$ cat src/rtl/tmrw_pkg.sv
// Shared types and default widths for the shared-prescaler timer/watchdog.
// Assumes: the ratio field never asks for more division than the prescaler width gives.
package tmrw_pkg;

    localparam int TMR_W_DEF  = 8;
    localparam int WDT_W_DEF  = 8;
    localparam int PRE_W_DEF  = 8;
    localparam int SEL_W_DEF  = 3;
    localparam int SYNC_N_DEF = 2;

    // Which counter the prescaler serves.
    typedef enum logic {
        OWN_TMR = 1'b0,
        OWN_WDT = 1'b1
    } pre_owner_e;

endpackage

$ cat src/rtl/tmrw_edge_sync.sv
// Synchronizes an asynchronous pin through SYNC_N flops and emits a one-cycle
// pulse on the selected edge. Assumes SYNC_N >= 2 and pin pulses wider than
// two clock cycles.
module tmrw_edge_sync #(
    parameter int SYNC_N = 2
) (
    input  logic clk,
    input  logic rst_n,
    input  logic pin,
    input  logic sel_fall,
    output logic edge_pulse
);

    logic [SYNC_N-1:0] stage;
    logic              prev_q;
    logic              synced;

    assign synced = stage[SYNC_N-1];

    // Input flop of the synchronizer chain.
    always_ff @(posedge clk) begin
        if (!rst_n) begin
            stage[0] <= 1'b0;
        end else begin
            stage[0] <= pin;
        end
    end

    // Remaining synchronizer stages, one per generate iteration.
    for (genvar g = 1; g < SYNC_N; g++) begin : g_stage
        always_ff @(posedge clk) begin
            if (!rst_n) begin
                stage[g] <= 1'b0;
            end else begin
                stage[g] <= stage[g-1];
            end
        end
    end

    // Remember the synchronized level for edge detection.
    always_ff @(posedge clk) begin
        if (!rst_n) begin
            prev_q <= 1'b0;
        end else begin
            prev_q <= synced;
        end
    end

    // Pick the rising or the falling transition.
    always_comb begin
        if (sel_fall) begin
            edge_pulse = !synced && prev_q;
        end else begin
            edge_pulse = synced && !prev_q;
        end
    end

endmodule

$ cat src/rtl/tmrw_prescaler.sv
// Shared prescaler: a free-running up-counter of input events with a tap that
// fires once every 2^k events. k is ratio+1 for the timer owner and ratio for the
// watchdog owner. A clear wins over counting and suppresses the tap in that cycle.
// Assumes: ratio+1 <= PRE_W.
module tmrw_prescaler #(
    parameter int PRE_W = 8,
    parameter int SEL_W = 3
) (
    input  logic             clk,
    input  logic             rst_n,
    input  logic             clr,
    input  logic             evt,
    input  logic             to_wdt,
    input  logic [SEL_W-1:0] ratio,
    output logic             tap,
    output logic [PRE_W-1:0] count
);

    localparam int SPAN_W = PRE_W + 1;

    logic [SPAN_W-1:0] span;
    logic [SPAN_W-1:0] span_m1;
    logic [PRE_W-1:0]  mask;

    // Division span as a power of two, chosen by owner.
    always_comb begin
        if (to_wdt) begin
            span = SPAN_W'(1) << ratio;
        end else begin
            span = SPAN_W'(1) << (int'(ratio) + 1);
        end
        span_m1 = span - SPAN_W'(1);
        mask    = span_m1[PRE_W-1:0];
    end

    // Tap fires on the event that completes a full span.
    assign tap = evt && !clr && ((count & mask) == mask);

    // Event counter with clear priority.
    always_ff @(posedge clk) begin
        if (!rst_n) begin
            count <= '0;
        end else if (clr) begin
            count <= '0;
        end else if (evt) begin
            count <= count + PRE_W'(1);
        end
    end

endmodule

$ cat src/rtl/tmrw_wrap_ctr.sv
// Up-counter with synchronous clear, parallel load and increment, in that
// priority order. Flags a wrap from all ones to zero caused by an increment.
module tmrw_wrap_ctr #(
    parameter int W = 8
) (
    input  logic         clk,
    input  logic         rst_n,
    input  logic         clr,
    input  logic         load,
    input  logic [W-1:0] ld_val,
    input  logic         inc,
    output logic [W-1:0] value,
    output logic         wrap
);

    // Wrap only when the increment actually takes effect.
    assign wrap = inc && !clr && !load && (&value);

    // Counter register.
    always_ff @(posedge clk) begin
        if (!rst_n) begin
            value <= '0;
        end else if (clr) begin
            value <= '0;
        end else if (load) begin
            value <= ld_val;
        end else if (inc) begin
            value <= value + W'(1);
        end
    end

endmodule

$ cat src/rtl/tmr_wdt_share.sv
// Timer/counter and watchdog that share one prescaler. pre_to_wdt picks the
// owner. The owner counts prescaled events; the other block counts raw events.
// Assumes wdt_tick is already synchronous to clk and at most one cycle per tick.
module tmr_wdt_share #(
    parameter int TMR_W  = tmrw_pkg::TMR_W_DEF,
    parameter int WDT_W  = tmrw_pkg::WDT_W_DEF,
    parameter int PRE_W  = tmrw_pkg::PRE_W_DEF,
    parameter int SEL_W  = tmrw_pkg::SEL_W_DEF,
    parameter int SYNC_N = tmrw_pkg::SYNC_N_DEF
) (
    input  logic             clk,
    input  logic             rst_n,
    input  logic             tmr_wr,
    input  logic [TMR_W-1:0] tmr_wdata,
    input  logic             wdt_clr,
    input  logic             sleep_enter,
    input  logic             ovf_clr,
    input  logic             pre_to_wdt,
    input  logic [SEL_W-1:0] ratio,
    input  logic             src_ext,
    input  logic             ext_fall,
    input  logic             ext_pin,
    input  logic             wdt_tick,
    output logic [TMR_W-1:0] tmr_value,
    output logic             ovf_flag,
    output logic             wdt_timeout
);

    import tmrw_pkg::*;

    pre_owner_e       owner;
    logic             owner_q;
    logic             owner_chg;
    logic             ext_edge;
    logic             tmr_raw;
    logic             pre_evt;
    logic             pre_clr;
    logic             pre_tap;
    logic [PRE_W-1:0] pre_count;
    logic             tmr_inc;
    logic             tmr_wrap;
    logic             wdt_inc;
    logic             wdt_restart;
    logic             wdt_wrap;
    logic [WDT_W-1:0] wdt_count;

    assign owner = pre_owner_e'(pre_to_wdt);

    // Previous owner, tracked also in reset so a change is never missed.
    always_ff @(posedge clk) begin
        owner_q <= pre_to_wdt;
    end

    assign owner_chg = (pre_to_wdt != owner_q);

    tmrw_edge_sync #(
        .SYNC_N (SYNC_N)
    ) i_edge (
        .clk        (clk),
        .rst_n      (rst_n),
        .pin        (ext_pin),
        .sel_fall   (ext_fall),
        .edge_pulse (ext_edge)
    );

    // Raw timer event: one per instruction clock or one per selected pin edge.
    assign tmr_raw     = src_ext ? ext_edge : 1'b1;
    assign wdt_restart = wdt_clr || sleep_enter;

    // Route events and clear causes to and from the prescaler by owner.
    always_comb begin
        if (owner == OWN_WDT) begin
            pre_evt = wdt_tick;
            pre_clr = owner_chg || wdt_restart;
            tmr_inc = tmr_raw;
            wdt_inc = pre_tap;
        end else begin
            pre_evt = tmr_raw;
            pre_clr = owner_chg || tmr_wr;
            tmr_inc = pre_tap;
            wdt_inc = wdt_tick;
        end
    end

    tmrw_prescaler #(
        .PRE_W (PRE_W),
        .SEL_W (SEL_W)
    ) i_pre (
        .clk    (clk),
        .rst_n  (rst_n),
        .clr    (pre_clr),
        .evt    (pre_evt),
        .to_wdt (pre_to_wdt),
        .ratio  (ratio),
        .tap    (pre_tap),
        .count  (pre_count)
    );

    tmrw_wrap_ctr #(
        .W (TMR_W)
    ) i_tmr (
        .clk    (clk),
        .rst_n  (rst_n),
        .clr    (1'b0),
        .load   (tmr_wr),
        .ld_val (tmr_wdata),
        .inc    (tmr_inc),
        .value  (tmr_value),
        .wrap   (tmr_wrap)
    );

    tmrw_wrap_ctr #(
        .W (WDT_W)
    ) i_wdt (
        .clk    (clk),
        .rst_n  (rst_n),
        .clr    (wdt_restart),
        .load   (1'b0),
        .ld_val ('0),
        .inc    (wdt_inc),
        .value  (wdt_count),
        .wrap   (wdt_wrap)
    );

    // Sticky overflow flag; a rollover wins over a same-cycle clear.
    always_ff @(posedge clk) begin
        if (!rst_n) begin
            ovf_flag <= 1'b0;
        end else if (tmr_wrap) begin
            ovf_flag <= 1'b1;
        end else if (ovf_clr) begin
            ovf_flag <= 1'b0;
        end
    end

    // One-cycle timeout pulse registered from the watchdog wrap.
    always_ff @(posedge clk) begin
        if (!rst_n) begin
            wdt_timeout <= 1'b0;
        end else begin
            wdt_timeout <= wdt_wrap;
        end
    end

endmodule


$ cat config.mk
export PLATFORM = sky130hd
export DESIGN_NAME = tmr_wdt_share
export DESIGN_NICKNAME = d
export VERILOG_FILES = /design/src/rtl/tmrw_pkg.sv /design/src/rtl/tmrw_edge_sync.sv /design/src/rtl/tmrw_prescaler.sv /design/src/rtl/tmrw_wrap_ctr.sv /design/src/rtl/tmr_wdt_share.sv
export SDC_FILE = /design/constraint.sdc
export NUM_CORES = 1
export LEC_CHECK = 0
export BUFFER_PORTS_ARGS = -buffer_cell sky130_fd_sc_hd__buf_2
export CORE_ASPECT_RATIO = 0.5
export CORE_UTILIZATION = 50
export DETAILED_ROUTE_END_ITERATION = 10
export HOLD_SLACK_MARGIN = 0.03
export PLACE_DENSITY = 0.76
export SYNTH_ARGS = -nofsm -noshare
export SYNTH_HDL_FRONTEND = slang
export SYNTH_SLANG_ARGS = --single-unit
$ cat constraint.sdc
create_clock -name clk -period 3 [get_ports clk]
set_clock_uncertainty 0.1 [all_clocks]
set_input_delay 0.3 -clock clk [delete_from_list [all_inputs] [get_ports clk]]
set_output_delay 0.3 -clock clk [all_outputs]
set_load 0.01 [all_outputs]
; ---- Word-level counts from Yosys, hierarchy flattened
; Index checks and enable logic that the tools add are counted.
[classes]
n_addsub = 5
n_eq_ne = 2
shift = 2
muxes = 11
n_bitwise = 2
reduce_logical = 22
[ops]
columns = op, count
row1 = "adder 8 x 1 -> 8 bit, second input constant", 3
row2 = 2-to-1 mux 8 bit, 3
row3 = AND reduction 8 bit, 2
row4 = bitwise AND 8 bit, 1
row5 = equality test 8 bit, 1
row6 = logical AND 1 bit, 8
row7 = 2-to-1 mux 1 bit, 8
row8 = "<< shifter 1 x 3 -> 8 bit, first input constant", 1
row9 = "<< shifter 1 x 4 -> 8 bit, first input constant", 1
row10 = "subtractor 8 x 1 -> 8 bit, second input constant", 1
row11 = zero test 1 bit, 5
row12 = "adder 3 x 1 -> 4 bit, second input constant", 1
row13 = nonzero test 2 bit, 2
row14 = OR reduction 2 bit, 2
row15 = logical OR 1 bit, 3
row16 = inequality test 1 bit, 1
row17 = inverter 1 bit, 1
[word_totals]
ff_bits = 30
inputBits = 22
output_inout_bits = 10
wordCells = 53

; ---- Logic depth before layout (Yosys ltp)
; Gate-level depths: netlist of run 1.
[depth]
word_depth = 11
ltp_mapped = 12
ltp_nobuf = 12

; ---- Modules after synthesis
; Synthesis of run 1 repeated with hierarchy kept, for this count alone.
[unflattened]
cells_unflattened = 245
area_unflattened_um2 = 1981.9
[modules_own_cells]
columns = module, instances, cells_each, area_per_inst_um2, seq_area_each_um2
row1 = tmrw_wrap_ctr, 2, 55, 465.4, 160.2
row2 = tmrw_prescaler, 1, 106, 787.0, 160.2
row3 = tmr_wdt_share, 1, 20, 162.7, 60.1
row4 = tmrw_edge_sync, 1, 9, 101.3, 60.1

; ---- Least setup slack after synthesis of run 1
; OpenSTA, ideal clock, no wires.
[synth_timing]
path_type = in2reg
from = in ratio[0]
to = reg i_wdt.value[7]
arrival_ns = 2.952
required_time_ns = 2.782
setup_slack_ns = -0.170
stages = 12
n_path_buf = 0
path_cell_list = ha_1 nor2b_1 a21oi_1 nand3_1 ha_1 nor2b_1 o2111a_1 a311o_1 nand2b_1 o32a_1 or3_1 mux2i_1
[synth_between]
elab_chain_cells = 8
word_cells_on_any_way = 9
[synth_rtl]
columns = item, line
row1 = start: declaration, tmr_wdt_share.sv:19  ; input logic [SEL_W-1:0] ratio,
row2 = adder 3 x 1 -> 4 bit, tmrw_prescaler.sv:30  ; span = SPAN_W'(1) << (int'(ratio) + 1);
row3 = << shifter 1 x 4 -> 8 bit, tmrw_prescaler.sv:30
row4 = 2-to-1 mux 8 bit (*), tmrw_prescaler.sv:27  ; if (to_wdt) begin
row5 = subtractor 8 x 1 -> 8 bit (*), tmrw_prescaler.sv:32  ; span_m1 = span - SPAN_W'(1);
row6 = bitwise AND 8 bit, tmrw_prescaler.sv:37  ; assign tap = evt && !clr && ((count & mask) == mask);
row7 = equality test 8 bit (*), tmrw_prescaler.sv:37
row8 = logical AND 1 bit (*), tmrw_prescaler.sv:37
row9 = 2-to-1 mux 1 bit (*), tmr_wdt_share.sv:72  ; if (owner == OWN_WDT) begin
row10 = end signal: assignment, tmrw_wrap_ctr.sv:26  ; value <= ld_val;
row11 = end signal: assignment, tmrw_wrap_ctr.sv:28  ; value <= value + W'(1);
row12 = end: declaration, tmrw_wrap_ctr.sv:12  ; output logic [W-1:0] value,
; Every way passes the cells marked *; elsewhere a longest branch is shown, timed or not.
; A chain may end at the register's enable or synchronous reset.

; ---- Worst setup path in the final report of run 1
[layout_timing]
from = in ratio[0]
to = reg i_tmr.value[6]
[layout_between]
elab_chain_cells = 9
word_cells_on_any_way = 10
[layout_rtl]
columns = item, line
row1 = adder 3 x 1 -> 4 bit, tmrw_prescaler.sv:30
row2 = << shifter 1 x 4 -> 8 bit, tmrw_prescaler.sv:30
row3 = 2-to-1 mux 8 bit (*), tmrw_prescaler.sv:27
row4 = subtractor 8 x 1 -> 8 bit (*), tmrw_prescaler.sv:32
row5 = bitwise AND 8 bit, tmrw_prescaler.sv:37
row6 = equality test 8 bit (*), tmrw_prescaler.sv:37
row7 = logical AND 1 bit (*), tmrw_prescaler.sv:37
row8 = 2-to-1 mux 1 bit (*), tmr_wdt_share.sv:72
row9 = nonzero test 2 bit (no source line) (*), --
row10 = end signal: assignment, tmrw_wrap_ctr.sv:26
row11 = end signal: assignment, tmrw_wrap_ctr.sv:28
row12 = end: declaration, tmrw_wrap_ctr.sv:12
; Marks and branches as above.

==> results of run 1 <==
[logic make-up after synthesis]
logic type,after synthesis,synth area share
buffers and inverters,12,0.03184
AOI/OAI and AO/OA,48,0.1932
xor gates and xnor gates,10,0.04954
and+or+nand+nor,97,0.3029
adders and majority gates,5,0.03539
DFF,30,0.3397
muxes,8,0.04742
[power groups by stage]
stage / logic, uW / clock network [uW] / registers, uW
floorplan: 98.6 / 0 / 431
CTS: 180 / 346 / 421
global route: 216 / 367 / 422
global placement: 173 / 0 / 429
detailed placement: 177 / 0 / 430
finish: 199 / 339 / 421
[timing repair]
action | CTS | global route
cloned | 0 | 1
gates resized for setup | 2 | 18
setup endpoints to repair | 3 | 10
setup buffers | 1 | 3
pin swaps | 4 | 8
[per-stage QoR]
step,total power [uW],instances,util,worst slack [ps],TNS (ps)
floorplan,529.5,210,-,0.1794,0
global placement,602.1,308,0.6843,-210.7,-1882
detailed placement,606.2,308,0.6843,-319.2,-3306
CTS,947.0,317,0.7202,7.601,0
global route,1006,321,0.7506,-70.73,-132.0
finish,959.5,321,0.7506,78.74,0
[final cells by class]
type                       count  share of cell area
multi-input combinational    168              0.4984
tap                           48             0.02524
clock buffer                   6             0.03470
clock inverter                 2            0.005258
timing repair buffer          62              0.1761
inverter                       5            0.007886
sequential                    30              0.2524
[Yosys cell counts, types with 3 or more instances]
library cell / number / area (sq um)
nor2b_1: 4 / 25.02
nand4_1: 6 / 37.54
buf_2: 3 / 15.01
o21ai_0: 13 / 65.06
clkbuf_1: 3 / 11.26
xor2_1: 6 / 52.55
nand3_1: 13 / 65.06
inv_1: 5 / 18.77
nor2_1: 21 / 78.83
nand2_1: 16 / 60.06
or4_1: 4 / 30.03
nand2b_1: 7 / 43.79
dfxtp_1: 30 / 600.6
a21oi_1: 7 / 35.03
xnor2_1: 4 / 35.03
a31oi_1: 7 / 43.79
o21ai_1: 3 / 15.01
ha_1: 5 / 62.56
or3_1: 6 / 37.54
mux2i_1: 5 / 50.05
and2_1: 5 / 31.28
[registers in the layout, summed over array words and instances (netlist names)]
name	count
i_pre.count	8
i_tmr.value	8
i_wdt.value	8
i_edge.prev_q	1
i_edge.stage	1
i_edge.synced	1
ovf_flag	1
owner_q	1
wdt_timeout	1
[routing by layer]
layer / global-route usage / wire length (um) / up-vias
met2: 0.3889 / 1923 / 33
met1: 0.3186 / 2107 / 808
met5: 0 / 0 / -
met4: 0.07667 / 8 / 0
li1: - / - / 899
met3: 0.05784 / 161 / 2
[worst register-to-register path: stages, from the launching register on]
cell and delay (ps):
dfxtp_1 310, nand2b_1 130, o221ai_1 220, mux2_1 220, nor4b_4 240, o21ai_2 110
o41a_1 430, or4_1 510, a31oi_1 170
[worst paths after layout]
kind	slack (ps)	to	from	cells past startpoint
min reg2reg	330	i_edge.synced	i_edge.stage[0]	1
max	80	i_tmr.value[6]	ratio[0]	12
max reg2reg	480	i_tmr.value[6]	i_edge.prev_q	8
min	130	i_edge.stage[0]	ext_pin	2
==> run_results.csv, run 1 <==
group,metric,value,unit
outcome,outcome,"complete, no violations",
synth,syn_inst,210,
global_routing,overflow,0,
synth,yosys_warnings,0,
run,maxCapViolCount,0,
clock_network,root_buffer,"clkbuf_8",
worst_setup_path,crit_required,3110,ps
placement,dp_hpwl,2943,um
clock_network,cts.clk_slew.worst_paths,60,ps
global_routing,grt_first_pass_wirelength,6996,um
clock_network,cts_made_buffers,5,
pwr,pwr-share-clk,0.353,
drt,via_per_inst,5.427,
floorplanning,core_area,3171,sq um
worst_setup_path,cp-end-kind,"register",
timing,rsz0062_at_grt,"true",
final_layout,final_common_cell,"dfxtp_1",
floorplanning,row_count,14,
worst_setup_path,crit_chain,"buf_8, ha_4, nor2b_2, a21oi_2, nand3_2, ha_4, nor2b_4, o2111a_1, a311o_1, o41a_1, or4_1, a31oi_1",
global_routing,antenna_found_initial,0,
drt,drt_pass1_iterations,4,
worst_setup_path,critical_path_arrival,3030,ps
global_routing,globalRouteTotalUtil,0.2383,
floorplanning,die_height,44.05,um
final_layout,area_growth,34.61,%
synth,ys_async_sr_fraction,0,
worst_setup_path,crit_type,"in -> reg",
timing,finalCriticalPeriod,2921,ps
timing,timing.slew.headroom,0.6974,
clock_network,htreeDepth,2,
pwr,ir_drop,0.0002422,V
clock_network,cts_buffer_depth,2,
drt,ant_nets,0,
floorplanning,die_area,3792,sq um
worst_setup_path,critPathMostFrequentCell,"ha_4",
timing,final_hold_viol_count,0,
pwr,p_leak,0.0009754,uW
clock_network,cts_tree,"yes",
synth,synth.distinct_cells,50,
clock_network,cts.sinks,30,
pwr,power.switching,262.6,uW
synth,ys_seq_elements,30,
timing,fin_hold_ws,125.2,ps
synth,ys_seq_area_frac,0.3397,
placement,dpl_cell_area,2170,sq um
worst_setup_path,cp_num_buf_inv,1,
pwr,comb_power_share,0.208,
synth,synth-edff-count,0,
worst_setup_path,cpLargestDelayFamily,"compound AO/OA/AOI/OAI gates",
timing,slew_viol_final,0,
floorplanning,start_util,0.5576,
timing,worst_slew_pin_slew,449.8,ps
drt,route.vias.total,1742,
final_layout,fill_cells,232,
final_layout,finalNetCount,299,
synth,synth_area,1768,sq um
final_layout,final_area,2380,sq um
final_layout,multi_input_area,1186,sq um
hold_path,hp-class,"in -> reg",
placement,numPortBuffers,31,
synth,avgSynthCellArea,8.419,sq um
floorplanning,io_pins,32,
worst_setup_path,cpPeakStageDelay,520,ps
final_layout,final_cell_mix,"dfxtp_1, buf_2, buf_4",
timing,period_share,0.9738,
final_layout,drive_above_1_share,0.3333,
pwr,power.share.switching,0.2737,
pwr,internal_power,696.9,uW
final_layout,n_antenna_cell,0,
worst_setup_path,cp_slowest_cell,"o41a_1",
global_routing,grt_max_degree,18,
worst_setup_path,critPathMaxFanout,8,
clock_network,clkLatencyLatePin,280,ps
drt,drc_errors,0,
synth,syn-num-nets,237,
placement,gp_congestion,0.9106,
timing,fmax,342.3,MHz
floorplanning,die_w,86.10,um
pwr,power.density,403.2,nW/um^2
global_routing,grt_pass1_vias,1577,
pwr,seqPwrFrac,0.439,
clock_network,holdBufCountCts,0,
worst_setup_path,critPathLaunchType,"input pin",
synth,synth_top_flop_cell,"dfxtp_1",
drt,wl_per_cell,13.09,um
drt,drt_iter0_drc,52,
timing,finalSetupViolCount,0,
final_layout,seq_area,600.6,sq um
drt,routed_wl,4201,um
Power figures use the tool's default switching activity.
==> inputs of run 2 (changes only) <==
--- a/config.mk
+++ b/config.mk
@@ -7,10 +7,11 @@
 export LEC_CHECK = 0
 export BUFFER_PORTS_ARGS = -buffer_cell sky130_fd_sc_hd__buf_2
 export CORE_ASPECT_RATIO = 0.5
-export CORE_UTILIZATION = 50
+export CORE_UTILIZATION = 52
+export CTS_BUF_LIST = sky130_fd_sc_hd__clkbuf_4
 export DETAILED_ROUTE_END_ITERATION = 10
 export HOLD_SLACK_MARGIN = 0.03
-export PLACE_DENSITY = 0.76
+export PLACE_DENSITY = 0.78
 export SYNTH_ARGS = -nofsm -noshare
 export SYNTH_HDL_FRONTEND = slang
 export SYNTH_SLANG_ARGS = --single-unit
==> run 2 against run 1 <==
Against the previous run:
- global-route usage grew 0.88 points
- combinational power shrank 4%
- non-clock buffer count shrank 1
- flip-flop and latch count is the same
- register-to-register slack lost 250 ps
- worst setup slack lost 28 ps
- maximum frequency shrank 0.96%
- critical path depth grew 1
- die area shrank 3.7%
- total power shrank 12%
- final cell count shrank 2.8%
- sequential share of layout area grew 0.95 points
- largest power group unchanged
==> run_results.csv, run 2 (synthesis gave the netlist of run 1 again) <==
group,metric,value,unit
drt,routed_wl,4366,um
timing,fmax,339.0,MHz
placement,preCtsSetupSlack,-320.8,ps
global_routing,overflow,0,
final_layout,finalNetCount,298,
clock_network,cts_tree,"yes",
worst_setup_path,cp_slowest_cell,"or4_1",
floorplanning,die_height,43.23,um
worst_setup_path,crit_chain,"buf_4, ha_4, a2111oi_4, a21oi_2, ha_4, o211ai_1, nor4b_4, o21ai_2, buf_4, buf_4, o32a_1, or4_1, o21ai_1",
global_routing,globalRouteTotalUtil,0.2471,
worst_setup_path,critical_path_arrival,3130,ps
floorplanning,start_util,0.5670,
drt,ant_nets,0,
outcome,outcome,"complete, no violations",
worst_setup_path,regToRegStartpoint,"i_edge.prev_q",
worst_setup_path,cp-endpoint,"i_wdt.value[3]",
timing,final_hold_viol_count,0,
floorplanning,row_count,14,
timing,finalSetupViolCount,0,
worst_setup_path,cpPeakStageDelay,500,ps
final_layout,area_growth,29.72,%
final_layout,final_common_cell,"buf_2",
hold_path,hp-class,"in -> reg",
worst_setup_path,rrSetupSlack,230,ps
clock_network,htreeDepth,2,
global_routing,grt_max_degree,18,
clock_network,cts.sinks,30,
timing,timing.slew.headroom,0.6735,
worst_setup_path,cpLargestDelayFamily,"compound AO/OA/AOI/OAI gates",
timing,worst_slew_pin_slew,485.3,ps
pwr,ir_drop,0.0002302,V
pwr,power.density,368.7,nW/um^2
run,maxCapViolCount,0,
worst_setup_path,cp-end-kind,"register",
worst_setup_path,worstSetupPathDepth,13,
final_layout,reg_top3,"i_pre.count (8), i_tmr.value (8), i_wdt.value (8)",
hold_path,whs_path_depth,2,
final_layout,final_core_util,0.7356,
floorplanning,io_pins,32,
worst_setup_path,crit_type,"in -> reg",
worst_setup_path,crit_required,3180,ps
clock_network,root_buffer,"clkbuf_4",
clock_network,cts.clk_slew.worst_paths,100,ps
drt,drc_errors,0,
worst_setup_path,cp_num_buf_inv,3,
timing,setup_ws,50.50,ps
floorplanning,die_w,84.46,um
worst_setup_path,critPathMaxFanout,8,
placement,dp.cells,296,
placement,dp_hpwl,3031,um
final_layout,drive_above_1_share,0.3309,
timing,slew_viol_final,0,
pwr,p_leak,0.0009413,uW
drt,route.vias.total,1788,
clock_network,cts_made_buffers,5,
worst_setup_path,critPathLaunchType,"input pin",
timing,period_share,0.9832,
clock_network,cts_buffer_depth,2,
floorplanning,core_area,3118,sq um
final_layout,finalNonFillerCells,312,
placement,numPortBuffers,31,
clock_network,clkLatencyLatePin,330,ps
global_routing,antenna_found_initial,0,
placement,gp_congestion,0.8987,
drt,via_per_inst,5.731,
drt,drt_pass1_iterations,4,
drt,drt_iter0_drc,50,
global_routing,grt_first_pass_wirelength,7058,um
final_layout,final_cell_mix,"buf_2, dfxtp_1, buf_4",
final_layout,n_antenna_cell,0,
global_routing,grt_pass1_vias,1679,
worst_setup_path,critPathMostFrequentCell,"buf_4",
drt,wl_per_cell,13.99,um
worst_setup_path,critPathLaunch,"ratio[1]",
worst_setup_path,reg2reg_depth,10,
worst_setup_path,r2r_end,"i_wdt.value[3]",
timing,finalCriticalPeriod,2949,ps
floorplanning,die_area,3651,sq um
==> run 2: layout make-up <==
| class | instances | area [sq um] |
|---|---|---|
| Clock buffer | 6 | 45.04 |
| Clock inverter | 2 | 8.758 |
| Fill cell | 233 | 824.5 |
| Inverter | 5 | 18.77 |
| Multi-Input combinational cell | 168 | 1186 |
| Sequential cell | 30 | 600.6 |
| Tap cell | 40 | 50.05 |
| Timing Repair Buffer | 61 | 384.1 |
==> run 2: routing by layer <==
layer | share of wire | GRT usage
met2 | 0.48 | 0.4361
met4 | 0.0050 | 0.05424
met3 | 0.040 | 0.07588
met1 | 0.48 | 0.3017
met5 | 0 | 0
==> run 2: worst min path at each step <==
stage	startpoint	endpoint	slack, ps
after floorplan	pre_to_wdt	owner_q	230
after global placement	i_edge.stage[0]	i_edge.synced	310
after detailed placement	i_edge.stage[0]	i_edge.synced	330
after CTS	ext_pin	i_edge.stage[0]	60
after global routing	ext_pin	i_edge.stage[0]	80
final	ext_pin	i_edge.stage[0]	70
==> run 2: timing repair <==
item	in CTS	in global routing
buffers inserted	0	7
resized for setup	0	12
endpoints found under the setup margin	0	9
hold endpoints to repair	0	0
hold buffers	0	0
==> run 2: worst reg2reg max path, cell delays in order (launching register included) <==
cell and delay (ps):
dfxtp_1 320, nand2b_1 130, o221ai_1 220, mux2_1 320, nor4b_4 260, o21ai_2 110, buf_4 140, buf_4 130
o32a_1 420, or4_1 500, o21ai_1 80
==> run 2: through the flow <==
stage               setup TNS, ps  instance area (sq um)  power (uW)  hold WS [ps]
finish                          0                   2293       845.6         74.50
global route               -59.50                   2293       889.8         80.25
CTS                             0                   2183       834.2         58.18
detailed placement          -2958                   2130       601.2         332.5
global placement            -1994                   2130       597.7         312.7
floorplan                       0                   1799       529.5         227.7
==> run 2: power breakdown <==
part / internal, uW / switching (uW) / leakage (uW)
combinational: 97.3 / 95.0 / 0.000664
sequential: 409 / 12.1 / 0.000245
clock: 96.8 / 135 / 0.0000331
==> inputs of run 3 (changes only) <==
--- a/config.mk
+++ b/config.mk
@@ -5,6 +5,7 @@
 export SDC_FILE = /design/constraint.sdc
 export NUM_CORES = 1
 export LEC_CHECK = 0
+export ABC_AREA = 1
 export BUFFER_PORTS_ARGS = -buffer_cell sky130_fd_sc_hd__buf_2
 export CORE_ASPECT_RATIO = 0.5
 export CORE_UTILIZATION = 52
==> run 3 against run 2 <==
Against the previous run:
- largest cell class unchanged
- via count is 2.6% higher
- critical endpoint is now i_tmr.value[2]
- combinational power decreased by 21%
- clock-buffer cell count shrank 1
- worst setup slack improved by 420 ps
- worst hold slack lost 13 ps
- sequential share of layout area is 1.4 points higher
- maximum frequency up 17%
- largest power group unchanged
- global-route usage decreased by 2.6 points
- sequential power about the same
- area after synthesis grew 8.6%
==> run_results.csv, run 3 <==
group,metric,value,unit
synth,ys_top_cells_by_area,"dfxtp_1, nand2_1, inv_1, a21oi_1, nand3_1",
timing,final_hold_viol_count,0,
floorplanning,die_w,87.95,um
final_layout,finalNetCount,333,
clock_network,cts.clk_slew.worst_paths,90,ps
synth,yosys.area_share.adder,0.03257,
timing,period_share,0.8427,
global_routing,grt_max_degree,17,
clock_network,holdBufCountCts,0,
final_layout,area_growth,13.42,%
timing,fmax,395.6,MHz
timing,timing.slew.headroom,0.7611,
timing,finalCriticalPeriod,2528,ps
timing,fin_hold_ws,61.34,ps
worst_setup_path,rrSetupSlack,1190,ps
final_layout,seq_area,600.6,sq um
global_routing,antenna_found_initial,0,
final_layout,final_common_cell,"nand2_1",
timing,worst_slew_pin_slew,357.4,ps
floorplanning,start_util,0.5502,
floorplanning,io_pins,32,
worst_setup_path,crit_required,3170,ps
placement,dp_hpwl,2991,um
drt,drt_iter0_drc,109,
clock_network,cts_buffer_depth,2,
drt,ant_nets,0,
hold_path,whs_path_depth,3,
clock_network,cts.sinks,30,
worst_setup_path,regToRegStartpoint,"i_edge.prev_q",
global_routing,globalRouteTotalUtil,0.2216,
hold_path,hp-class,"in -> reg",
synth,yosys_warnings,0,
floorplanning,die_height,44.98,um
worst_setup_path,critical_path_arrival,2700,ps
timing,slew_viol_final,0,
timing,fin_tns_setup,0,ps
clock_network,postCtsSetupBuffers,0,
outcome,outcome,"complete, no violations",
drt,drc_errors,0,
final_layout,fill_cells,337,
worst_setup_path,crit_type,"in -> reg",
synth,synth-compound-area-share,0.09251,
clock_network,htreeDepth,2,
synth,avgSynthCellArea,7.061,sq um
floorplanning,die_area,3955,sq um
pwr,p_leak,0.0009653,uW
synth,synth_top_family_by_area,"simple AND/OR/NAND/NOR gates",
final_layout,final_cell_mix,"nand2_1, inv_1, buf_2",
final_layout,multi_input_area,1151,sq um
pwr,power.density,411.6,nW/um^2
clock_network,root_buffer,"clkbuf_4",
clock_network,clkLatencyLatePin,340,ps
floorplanning,row_count,15,
synth,syn-num-nets,299,
drt,drt_pass1_iterations,5,
clock_network,cts_made_buffers,5,
worst_setup_path,reg2reg_depth,10,
global_routing,overflow,0,
drt,routed_wl,3937,um
worst_setup_path,cp-end-kind,"register",
clock_network,cts_tree,"yes",
final_layout,n_antenna_cell,0,
timing,rsz0062_at_grt,"false",
synth,yosys.area.top_type,"dfxtp_1",
synth,ys_async_sr_fraction,0,
final_layout,reg_top3,"i_pre.count (8), i_tmr.value (8), i_wdt.value (8)",
synth,synth.most_common_cell,"nand2_1",
synth,synth.distinct_cells,32,
synth,synth_common_cells,"nand2_1, inv_1, dfxtp_1",
worst_setup_path,critPathMaxFanout,9,
floorplanning,core_area,3491,sq um
synth,ys_seq_elements,30,
clock_network,cts.repair.resized,0,
run,maxCapViolCount,0,
synth,synth-edff-count,0,
worst_setup_path,critPathLaunchType,"input pin",
global_routing,grt_pass1_vias,1659,
drt,wl_per_cell,11.00,um
placement,gp_congestion,0.8792,
synth,syn_inst,272,
synth,ys_seq_area_frac,0.3127,
timing,finalSetupViolCount,0,
synth,synthSimpleGateAreaFrac,0.4189,
synth,synth_area,1921,sq um
pwr,power,896.7,uW
hold_path,worstHoldEndpoint,"i_edge.stage[0]",
synth,synth_top_cell_area_share,0.3127,
drt,route.vias.total,1835,
global_routing,grt_first_pass_wirelength,6686,um
worst_setup_path,r2r_end,"i_tmr.value[2]",
synth,synth_top_flop_cell,"dfxtp_1",
synth,synth_xor_xnor_area_share,0.05016,
hold_path,hp-start,"ext_pin",
drt,via_per_inst,5.126,
placement,numPortBuffers,31,
pwr,ir_drop,0.0002012,V
synth,synthMuxAreaShare,0.005212,
final_layout,drive_above_1_share,0.2117,
run 3: cell count changes in the layout (fill, tap and decap cells not counted), sizes merged, moves of 9 or more:
| cell | change |
|---|---|
| nand2 | +66 |
| nand3 | +15 |
| inv | +28 |
| a21oi | +16 |
| o21ai | -9 |
| buf | -30 |
run 3: worst max-delay path, stage by stage:
cell and delay [ps]:
buf_2 130, ha_1 300, inv_1 60, nand2_1 50
nand2_1 160, inv_1 90, nor2_2 150, nand2_2 90
ha_1 270, or2_2 90, nand3_1 70, nor2_1 120
nand3_2 100, nor2_4 140, nand4_4 190, nand3_4 170
nand2_1 70, a21oi_1 130
run 3: layer usage:
| metal | wire length, um | track usage | part of all wire |
|---|---|---|---|
| met5 | 0 | 0 | 0 |
| met3 | 169 | 0.05667 | 0.043 |
| met4 | 42 | 0.07869 | 0.011 |
| met1 | 1775 | 0.2551 | 0.45 |
| met2 | 1949 | 0.4093 | 0.50 |
run 3: final cells by class:
class,instances,share of cell area
multi-input cells,204,0.5284
flip-flops and latches,30,0.2757
repair buffers,31,0.07122
inverters,34,0.05974
well taps,51,0.02929
clock inverters,3,0.01838
clock buffers,5,0.01723
run 3: power by group:
group / internal (uW) / switching, uW / total, uW
sequential: 409 / 9.98 / 419
combinational: 54.5 / 97.7 / 152
clock: 173 / 153 / 326
run 3: worst max-delay path by stage:
stage          startpoint              to  slack (ps)  depth (start not counted)
5_1_grt          ratio[0]  i_tmr.value[3]         230                         18
2_1_floorplan    ratio[0]  i_tmr.value[1]         570                         18
6_report         ratio[0]  i_tmr.value[2]         470                         18
4_1_cts          ratio[0]  i_tmr.value[4]         480                         18
3_3_place_gp     ratio[0]  i_tmr.value[1]         270                         19
3_5_place_dp     ratio[0]  i_tmr.value[1]         160                         19
run 3: cells by family after synthesis:
family	count (synthesis)
adders and majority gates	5
xor gates and xnor gates	11
DFF	30
muxes	1
buffers and inverters	38
and+or+nand+nor	153
AOI/OAI and AO/OA	34
run 3: per-stage QoR:
step           area [sq um]  utilization  instances  worst slack, ps
2_1_floorplan          1921            -        272            571.5
3_3_place_gp           2101       0.6018        350            265.2
3_5_place_dp           2101       0.6018        350            165.0
4_1_cts                2178       0.6240        358            481.9
5_1_grt                2178       0.6240        358            226.6
6_report               2178       0.6240        358            471.9
